--- src/rtl/swd_pkg.sv ---
package swd_pkg;

  // bits after the start bit: bank, read, a0, a1, parity, stop, park
  localparam int unsigned REQ_BITS = 7;

  typedef enum logic [2:0] {
    S_IDLE,
    S_REQ,
    S_TRNA,
    S_ACK,
    S_RD,
    S_TRNW,
    S_WR,
    S_TRNE
  } swd_state_e;

  typedef struct packed {
    logic       ap;
    logic       rd;
    logic [1:0] slot;
  } swd_acc_t;

  // acknowledge codes, bit 0 leaves first
  localparam logic [2:0] ACK_OK    = 3'b001;
  localparam logic [2:0] ACK_WAIT  = 3'b010;
  localparam logic [2:0] ACK_FAULT = 3'b100;

endpackage

--- src/rtl/swd_req_check.sv ---
module swd_req_check
  import swd_pkg::*;
(
  input  logic [REQ_BITS-2:0] frame,    // bits 1..6 of the request, bit 1 at index 0
  output logic                frame_ok,
  output swd_acc_t            frame_acc
);

  logic par_even;
  logic stop_low;

  always_comb begin
    frame_acc.ap   = frame[0];
    frame_acc.rd   = frame[1];
    frame_acc.slot = frame[3:2];
    par_even       = (frame[4] == ^frame[3:0]);
    stop_low       = !frame[5];
    frame_ok       = par_even && stop_low;
  end

endmodule

--- src/rtl/swd_test_bank.sv ---
module swd_test_bank
  import swd_pkg::*;
#(
  parameter int unsigned          DW       = 32,
  parameter logic [DW-1:0]        RST_BASE = 32'h5EED_0000
) (
  input  logic          clk,
  input  logic          rst_n,
  input  logic          stall,
  input  logic          err,
  input  logic          acc_valid,
  input  swd_acc_t      acc,
  output logic          acc_ready,
  output logic          acc_fault,
  output logic [DW-1:0] acc_rdata,
  input  logic          wr_valid,
  input  logic [DW-1:0] wr_data
);

  localparam int unsigned IW    = 1 + $bits(acc.slot);
  localparam int unsigned NWORD = 1 << IW;

  logic [IW-1:0] idx;
  logic [DW-1:0] mem [NWORD];

  assign idx       = {acc.ap, acc.slot};
  assign acc_ready = !stall;
  assign acc_fault = err;
  assign acc_rdata = mem[idx];

  for (genvar w = 0; w < NWORD; w++) begin : g_word
    always_ff @(posedge clk or negedge rst_n) begin
      if (!rst_n)
        mem[w] <= RST_BASE + DW'(w);
      else if (wr_valid && idx == IW'(w))
        mem[w] <= wr_data;
    end
  end


  wr_is_write_chk: assert property (@(posedge clk) disable iff (!rst_n)
    wr_valid |-> !acc.rd);


  no_commit_in_grant_chk: assert property (@(posedge clk) disable iff (!rst_n)
    acc_valid |-> !wr_valid);

endmodule

--- src/rtl/swd_engine.sv ---
module swd_engine
  import swd_pkg::*;
#(
  parameter int unsigned DW = 32
) (
  input  logic          clk,
  input  logic          rst_n,
  input  logic          line_in,
  output logic          line_out,
  output logic          line_oe,
  output logic          acc_valid,
  output swd_acc_t      acc,
  input  logic          acc_ready,
  input  logic          acc_fault,
  input  logic [DW-1:0] acc_rdata,
  output logic          wr_valid,
  output logic [DW-1:0] wr_data
);

  localparam int unsigned CW        = $clog2(DW + 1);
  localparam logic [CW-1:0] LAST_REQ  = CW'(REQ_BITS - 1);
  localparam logic [CW-1:0] LAST_ACK  = CW'(2);
  localparam logic [CW-1:0] LAST_DATA = CW'(DW);

  swd_state_e          st;
  logic [CW-1:0]       cnt;
  logic [REQ_BITS-2:0] req_sh;
  swd_acc_t            req_q;
  logic [2:0]          ack_q;
  logic [2:0]          ack_next;
  logic [DW-1:0]       rd_sh;
  logic                rd_par;
  logic [DW-1:0]       wr_sh;
  logic                frame_ok;
  swd_acc_t            frame_acc;

  swd_req_check u_chk (
    .frame     (req_sh),
    .frame_ok  (frame_ok),
    .frame_acc (frame_acc)
  );

  // error outranks back-pressure
  always_comb begin
    if (acc_fault)       ack_next = ACK_FAULT;
    else if (!acc_ready) ack_next = ACK_WAIT;
    else                 ack_next = ACK_OK;
  end

  always_ff @(posedge clk or negedge rst_n) begin
    if (!rst_n) begin
      st     <= S_IDLE;
      cnt    <= '0;
      req_sh <= '0;
      req_q  <= '0;
      ack_q  <= '0;
      rd_sh  <= '0;
      rd_par <= 1'b0;
      wr_sh  <= '0;
    end else begin
      case (st)
        S_IDLE: begin
          if (line_in) begin
            st  <= S_REQ;
            cnt <= '0;
          end
        end
        S_REQ: begin
          if (cnt != LAST_REQ) begin
            req_sh <= {line_in, req_sh[REQ_BITS-2:1]};
            cnt    <= cnt + 1'b1;
          end else if (frame_ok) begin
            req_q <= frame_acc;
            st    <= S_TRNA;
          end else begin
            st <= S_IDLE;
          end
        end
        S_TRNA: begin
          ack_q  <= ack_next;
          rd_sh  <= acc_rdata;
          rd_par <= ^acc_rdata;
          cnt    <= '0;
          st     <= S_ACK;
        end
        S_ACK: begin
          if (cnt != LAST_ACK) begin
            cnt <= cnt + 1'b1;
          end else begin
            cnt <= '0;
            if (ack_q != ACK_OK) st <= S_TRNE;
            else if (req_q.rd)   st <= S_RD;
            else                 st <= S_TRNW;
          end
        end
        S_RD: begin
          if (cnt != LAST_DATA) begin
            rd_sh <= rd_sh >> 1;
            cnt   <= cnt + 1'b1;
          end else begin
            st <= S_TRNE;
          end
        end
        S_TRNW: begin
          cnt <= '0;
          st  <= S_WR;
        end
        S_WR: begin
          if (cnt != LAST_DATA) begin
            wr_sh <= {line_in, wr_sh[DW-1:1]};
            cnt   <= cnt + 1'b1;
          end else begin
            st <= S_IDLE;
          end
        end
        S_TRNE:  st <= S_IDLE;
        default: st <= S_IDLE;
      endcase
    end
  end

  always_comb begin
    line_oe  = (st == S_ACK) || (st == S_RD);
    line_out = 1'b0;
    if (st == S_ACK)
      line_out = ack_q[cnt[1:0]];
    else if (st == S_RD)
      line_out = (cnt == LAST_DATA) ? rd_par : rd_sh[0];
  end

  assign acc_valid = (st == S_TRNA);
  assign acc       = req_q;
  assign wr_data   = wr_sh;
  assign wr_valid  = (st == S_WR) && (cnt == LAST_DATA) && (line_in == ^wr_sh);


  turn_gap_chk: assert property (@(posedge clk) disable iff (!rst_n)
    $rose(line_oe) |-> $past(st) == S_TRNA);


  ack_onehot_chk: assert property (@(posedge clk) disable iff (!rst_n)
    (st == S_ACK) |-> $countones(ack_q) == 1);


  rd_release_chk: assert property (@(posedge clk) disable iff (!rst_n)
    (st == S_RD && cnt == LAST_DATA) |=> !line_oe);


  commit_ok_chk: assert property (@(posedge clk) disable iff (!rst_n)
    wr_valid |-> ack_q == ACK_OK);


  reject_chk: assert property (@(posedge clk) disable iff (!rst_n)
    (st == S_REQ && cnt == LAST_REQ && !frame_ok) |=> (st == S_IDLE && !line_oe));

endmodule

--- src/rtl/swd_target.sv ---
module swd_target
  import swd_pkg::*;
#(
  parameter int unsigned          DATA_W   = 32,
  parameter logic [DATA_W-1:0]    RST_BASE = 32'h5EED_0000
) (
  input  logic clk,
  input  logic rst_n,
  input  logic swdio_in,
  output logic swdio_out,
  output logic swdio_oe,
  input  logic bank_stall,
  input  logic bank_err
);

  logic              acc_valid;
  swd_acc_t          acc;
  logic              acc_ready;
  logic              acc_fault;
  logic [DATA_W-1:0] acc_rdata;
  logic              wr_valid;
  logic [DATA_W-1:0] wr_data;

  swd_engine #(.DW(DATA_W)) u_eng (
    .clk       (clk),
    .rst_n     (rst_n),
    .line_in   (swdio_in),
    .line_out  (swdio_out),
    .line_oe   (swdio_oe),
    .acc_valid (acc_valid),
    .acc       (acc),
    .acc_ready (acc_ready),
    .acc_fault (acc_fault),
    .acc_rdata (acc_rdata),
    .wr_valid  (wr_valid),
    .wr_data   (wr_data)
  );

  swd_test_bank #(.DW(DATA_W), .RST_BASE(RST_BASE)) u_bank (
    .clk       (clk),
    .rst_n     (rst_n),
    .stall     (bank_stall),
    .err       (bank_err),
    .acc_valid (acc_valid),
    .acc       (acc),
    .acc_ready (acc_ready),
    .acc_fault (acc_fault),
    .acc_rdata (acc_rdata),
    .wr_valid  (wr_valid),
    .wr_data   (wr_data)
  );

endmodule

--- config.mk ---
export PLATFORM = sky130hd
export DESIGN_NAME = swd_target
export DESIGN_NICKNAME = d
export VERILOG_FILES = /design/src/rtl/swd_pkg.sv /design/src/rtl/swd_req_check.sv /design/src/rtl/swd_test_bank.sv /design/src/rtl/swd_engine.sv /design/src/rtl/swd_target.sv
export SDC_FILE = /design/constraint.sdc
export NUM_CORES = 1
export LEC_CHECK = 0
export ABC_AREA = 0
export BUFFER_PORTS_ARGS = -buffer_cell sky130_fd_sc_hd__clkbuf_2
export CORE_UTILIZATION = 55
export DETAILED_ROUTE_END_ITERATION = 7
export GPL_TIMING_DRIVEN = 0
export PLACE_DENSITY = 0.76
export SETUP_SLACK_MARGIN = 0.2
export SLEW_MARGIN = 25
export SYNTH_ARGS = -nofsm -noshare
export SYNTH_HDL_FRONTEND = slang
export SYNTH_HIERARCHICAL = 1
export SYNTH_SLANG_ARGS = --single-unit
--- constraint.sdc ---
create_clock -name clk -period 3.8 [get_ports clk]
set_input_delay 0.76 -clock clk [delete_from_list [all_inputs] [get_ports clk]]
set_output_delay 0.76 -clock clk [all_outputs]
set_load 0.05 [all_outputs]
==> impl_results.md <==
- Fin Hold WS: 0.170 ns
- Pleak: 0.00820 µW
- Instance count on the critical path: 12
- Core area: 29,000 µm²
- # rows: 62
- Cell Chain, Critical Path: buf_4, buf_2, inv_1, clkbuf_1, o22ai_1, a211oi_1, xnor2_1, xnor2_1, xnor2_1, xnor2_1, xnor2_1, a21oi_1
- Worst setup SP type: flip-flop
- Wire length on met2: 18,900 µm
- Synth warn: 6
- WP buf/inv: 4
- CTS Root Cell: clkbuf_16
- Via density: 6.12
- Max incr delay on CP: 0.60 ns
- TritonCTS buffer count: 36
- Achievable Freq: 280 MHz
- Max cap viols: 0
- Slowest cell on crit path: clkbuf_1
- HPWL Detailed: 26,100 µm
- Req. time, crit path: 4.19 ns
- Vias: 10,200
- Status: finished, final reports clean
- Compound-Gate Fraction of Synth Area: 6.18%
- CP top delay family: buffers and inverters
- Worst-Margin Slew: 0.912 ns
- Skew final: 0.0170 ns
- Pwr per Cell Area: 547 nW/µm²
- Dpl ws: -0.381 ns
- Multi-input gate area: 7170 µm²
- XOR/XNOR share of the synthesized area: 3.69%
- Reg area: 8710 µm²
- Post-synthesis simple-gate area fraction: 4.47%
- Met3 WL: 2390 µm
- Max Transition Viols Final: 0
- Latest clock arrival within the worst-skew pair: 0.52 ns
- Clock sinks: 343
- Total Wirelength: 40,300 µm
- Mean Syn Cell Area: 13.6 µm²
- Top post-synthesis cells by area: dfrtp_1 (37%), mux2_2 (22%), dfstp_2 (16%)
- Largest net degree at the start of global routing: 86
- Fill cell count: 2,212
- Port Buffer Count: 5
- Vias in the first global route: 10,600
- Initial Utilization: 56.4%
- Tot GR Track Use: 27.2%
- Main combinational cell family by area after synthesis: multiplexers
- Sequential share of the synthesized area: 53.2%
- Reg2Reg Setup Slack: 0.23 ns
- # setup viols final: 0
- DR WL/cell: 24.2 µm
- Share of cells above drive strength 1: 47.3%
- Top Layer Used: met4
- Maximum VDD drop: 0.000308 V
- Crit Path Max Fanout: 10
- Critical Path AT: 3.96 ns
- Setup TNS Final: 0 ns
- Mapped Cells: 1,206
- Top FF cell, synth: dfrtp_1
- DRC: 0
- Total gr overflow: 0
- CTS H-tree lvls: 2
- Crit path top cell by count: xnor2_1
- EDFF count, synth: 0
- GPL Wtd Cong: 0.845
- Ys async rst share: 100%
- Synthesized area: 16,400 µm²
- Final hold vios: 0
- IO Pins: 7
- Area share of the largest cell type after synthesis: 37.2%
- Yosys cell types: 52
- Max-slew headroom: 39.2%
- #FFs+latches synth: 343
- Final worst-path cycle share: 94.0%
- CP Capture Type: flip-flop
- Crit Path Class: flip-flop to flip-flop
- Nets: 1,263
- Post-layout min period: 3.57 ns
- Post-route ant nets: 0
- Worst Hold Class: input pin to asynchronous set/reset pin
- Post-Synth Adder-Cell Area: 0.229%
- Post-synth net total: 1,214
- PnR worst setup slack: 0.229 ns
- Post-synth top area cell: dfrtp_1
- Design Power: 9920 µW
- Area delta synth->final: 10.8%
- RR Endpoint: u_eng/rd_par$_DFFE_PN0P_
- DRT met1 WL: 17,800 µm
- Worst r2r path cells: 12
- Worst reg2reg startpoint: u_eng/acc[0]$_DFFE_PN0P_
- First-pass GRT wire length: 63,000 µm
- First DRT Iteration DRCs: 847
- Multiplexer share of the synthesized area: 29.2%
- RSZ-0062 raised after global routing: true
- ANT cells: 0
- Die X: 174 µm
- Clock transition at path regs: 0.06 ns
- Antenna violations before repair: 0
- Drt pass-1 iters: 6
- CTS tree: built
- Die area: 30,400 µm²
- Top-count cell post-synth: mux2_2
- Clk buf depth: 3
- Die height: 174 µm
- Top cells by count, synth: mux2_2 (326), dfrtp_1 (243), dfstp_2 (100)
## logic make-up after synthesis
| kind of cell | after synthesis |
|---|---|
| compound gates | 156 |
| xor+xnor | 65 |
| fa+ha+maj | 3 |
| buf+inv | 89 |
| flops | 343 |
| mux | 409 |
| simple gates | 141 |
## what timing repair did
action                                  in CTS  in global routing
pin swaps                                    0                  1
hold buffers                                 0                  0
buffers inserted                             0                  2
hold endpoints to repair                     0                  0
gates resized for setup                      3                  4
endpoints found under the setup margin       1                 12
## per-layer routing
| metal | up-vias | global-route usage, % |
|---|---|---|
| li1 | 4446 | - |
| met1 | 5356 | 38.5 |
| met5 | - | 0 |
| met4 | 0 | 9.06 |
| met3 | 74 | 4.16 |
| met2 | 306 | 43.1 |
## layout by cell type, fill, tap and decap left out, types with 16 or more instances in the layout
master and instances:
xnor2_1 55, mux2_2 326, a211oi_1 40, o22ai_1 53, mux2_4 30, nor2_1 19, clkbuf_16 38, nand2_1 58
mux2i_1 35, buf_2 40, nor2b_1 23, clkbuf_1 28, buf_4 16, o21ai_0 38, dfrtp_1 243, dfstp_2 100
## worst max path at each step
stage	startpoint	endpoint
3_5_place_dp	u_eng/acc[1]$_DFFE_PN0P_	u_eng/rd_par$_DFFE_PN0P_
4_1_cts	u_eng/acc[1]$_DFFE_PN0P_	u_eng/rd_par$_DFFE_PN0P_
5_1_grt	u_eng/acc[3]$_DFFE_PN0P_	u_eng/rd_par$_DFFE_PN0P_
6_report	u_eng/acc[0]$_DFFE_PN0P_	u_eng/rd_par$_DFFE_PN0P_
3_3_place_gp	rst_n	u_bank/mem[88]$_DFFE_PN0P_
2_1_floorplan	swdio_in	u_bank/mem[100]$_DFFE_PN0P_
## cell type report
class	instances	area share [%]
Clock inverter	6	0.228
Clock buffer	57	5.91
Multi-Input combinational cell	774	39.5
Sequential cell	343	48.0
Tap cell	384	2.65
Inverter	8	0.166
Timing Repair Buffer	11	0.876
Buffer	81	2.59
## metrics by stage
step / area (µm²) / instances / util (%)
floorplan: 16400 / 1206 / -
global placement: 16900 / 1595 / 58.1
detailed placement: 17000 / 1599 / 58.5
CTS: 18100 / 1662 / 62.4
global route: 18100 / 1664 / 62.5
finish: 18100 / 1664 / 62.5
## flip-flops by register name, indices dropped and copies added, names as in the netlist
register / cells
u_eng/rd_sh: 32
u_eng/rd_par: 1
u_eng/acc: 4
u_eng/req_sh: 6
u_eng/wr_data: 32
u_bank/mem: 256
u_eng/ack_q: 3
u_eng/cnt: 6
u_eng/st: 3
## power breakdown
| part | leakage, µW | total, µW | internal [µW] | switching, µW |
|---|---|---|---|---|
| Sequential | 0.00440 | 4080 | 3860 | 214 |
| Combinational | 0.00326 | 2490 | 1000 | 1490 |
| Clock | 0.000547 | 3350 | 1940 | 1410 |
| Total | 0.00820 | 9920 | 6810 | 3110 |
Note: power is estimated with default switching activity, not from simulation.
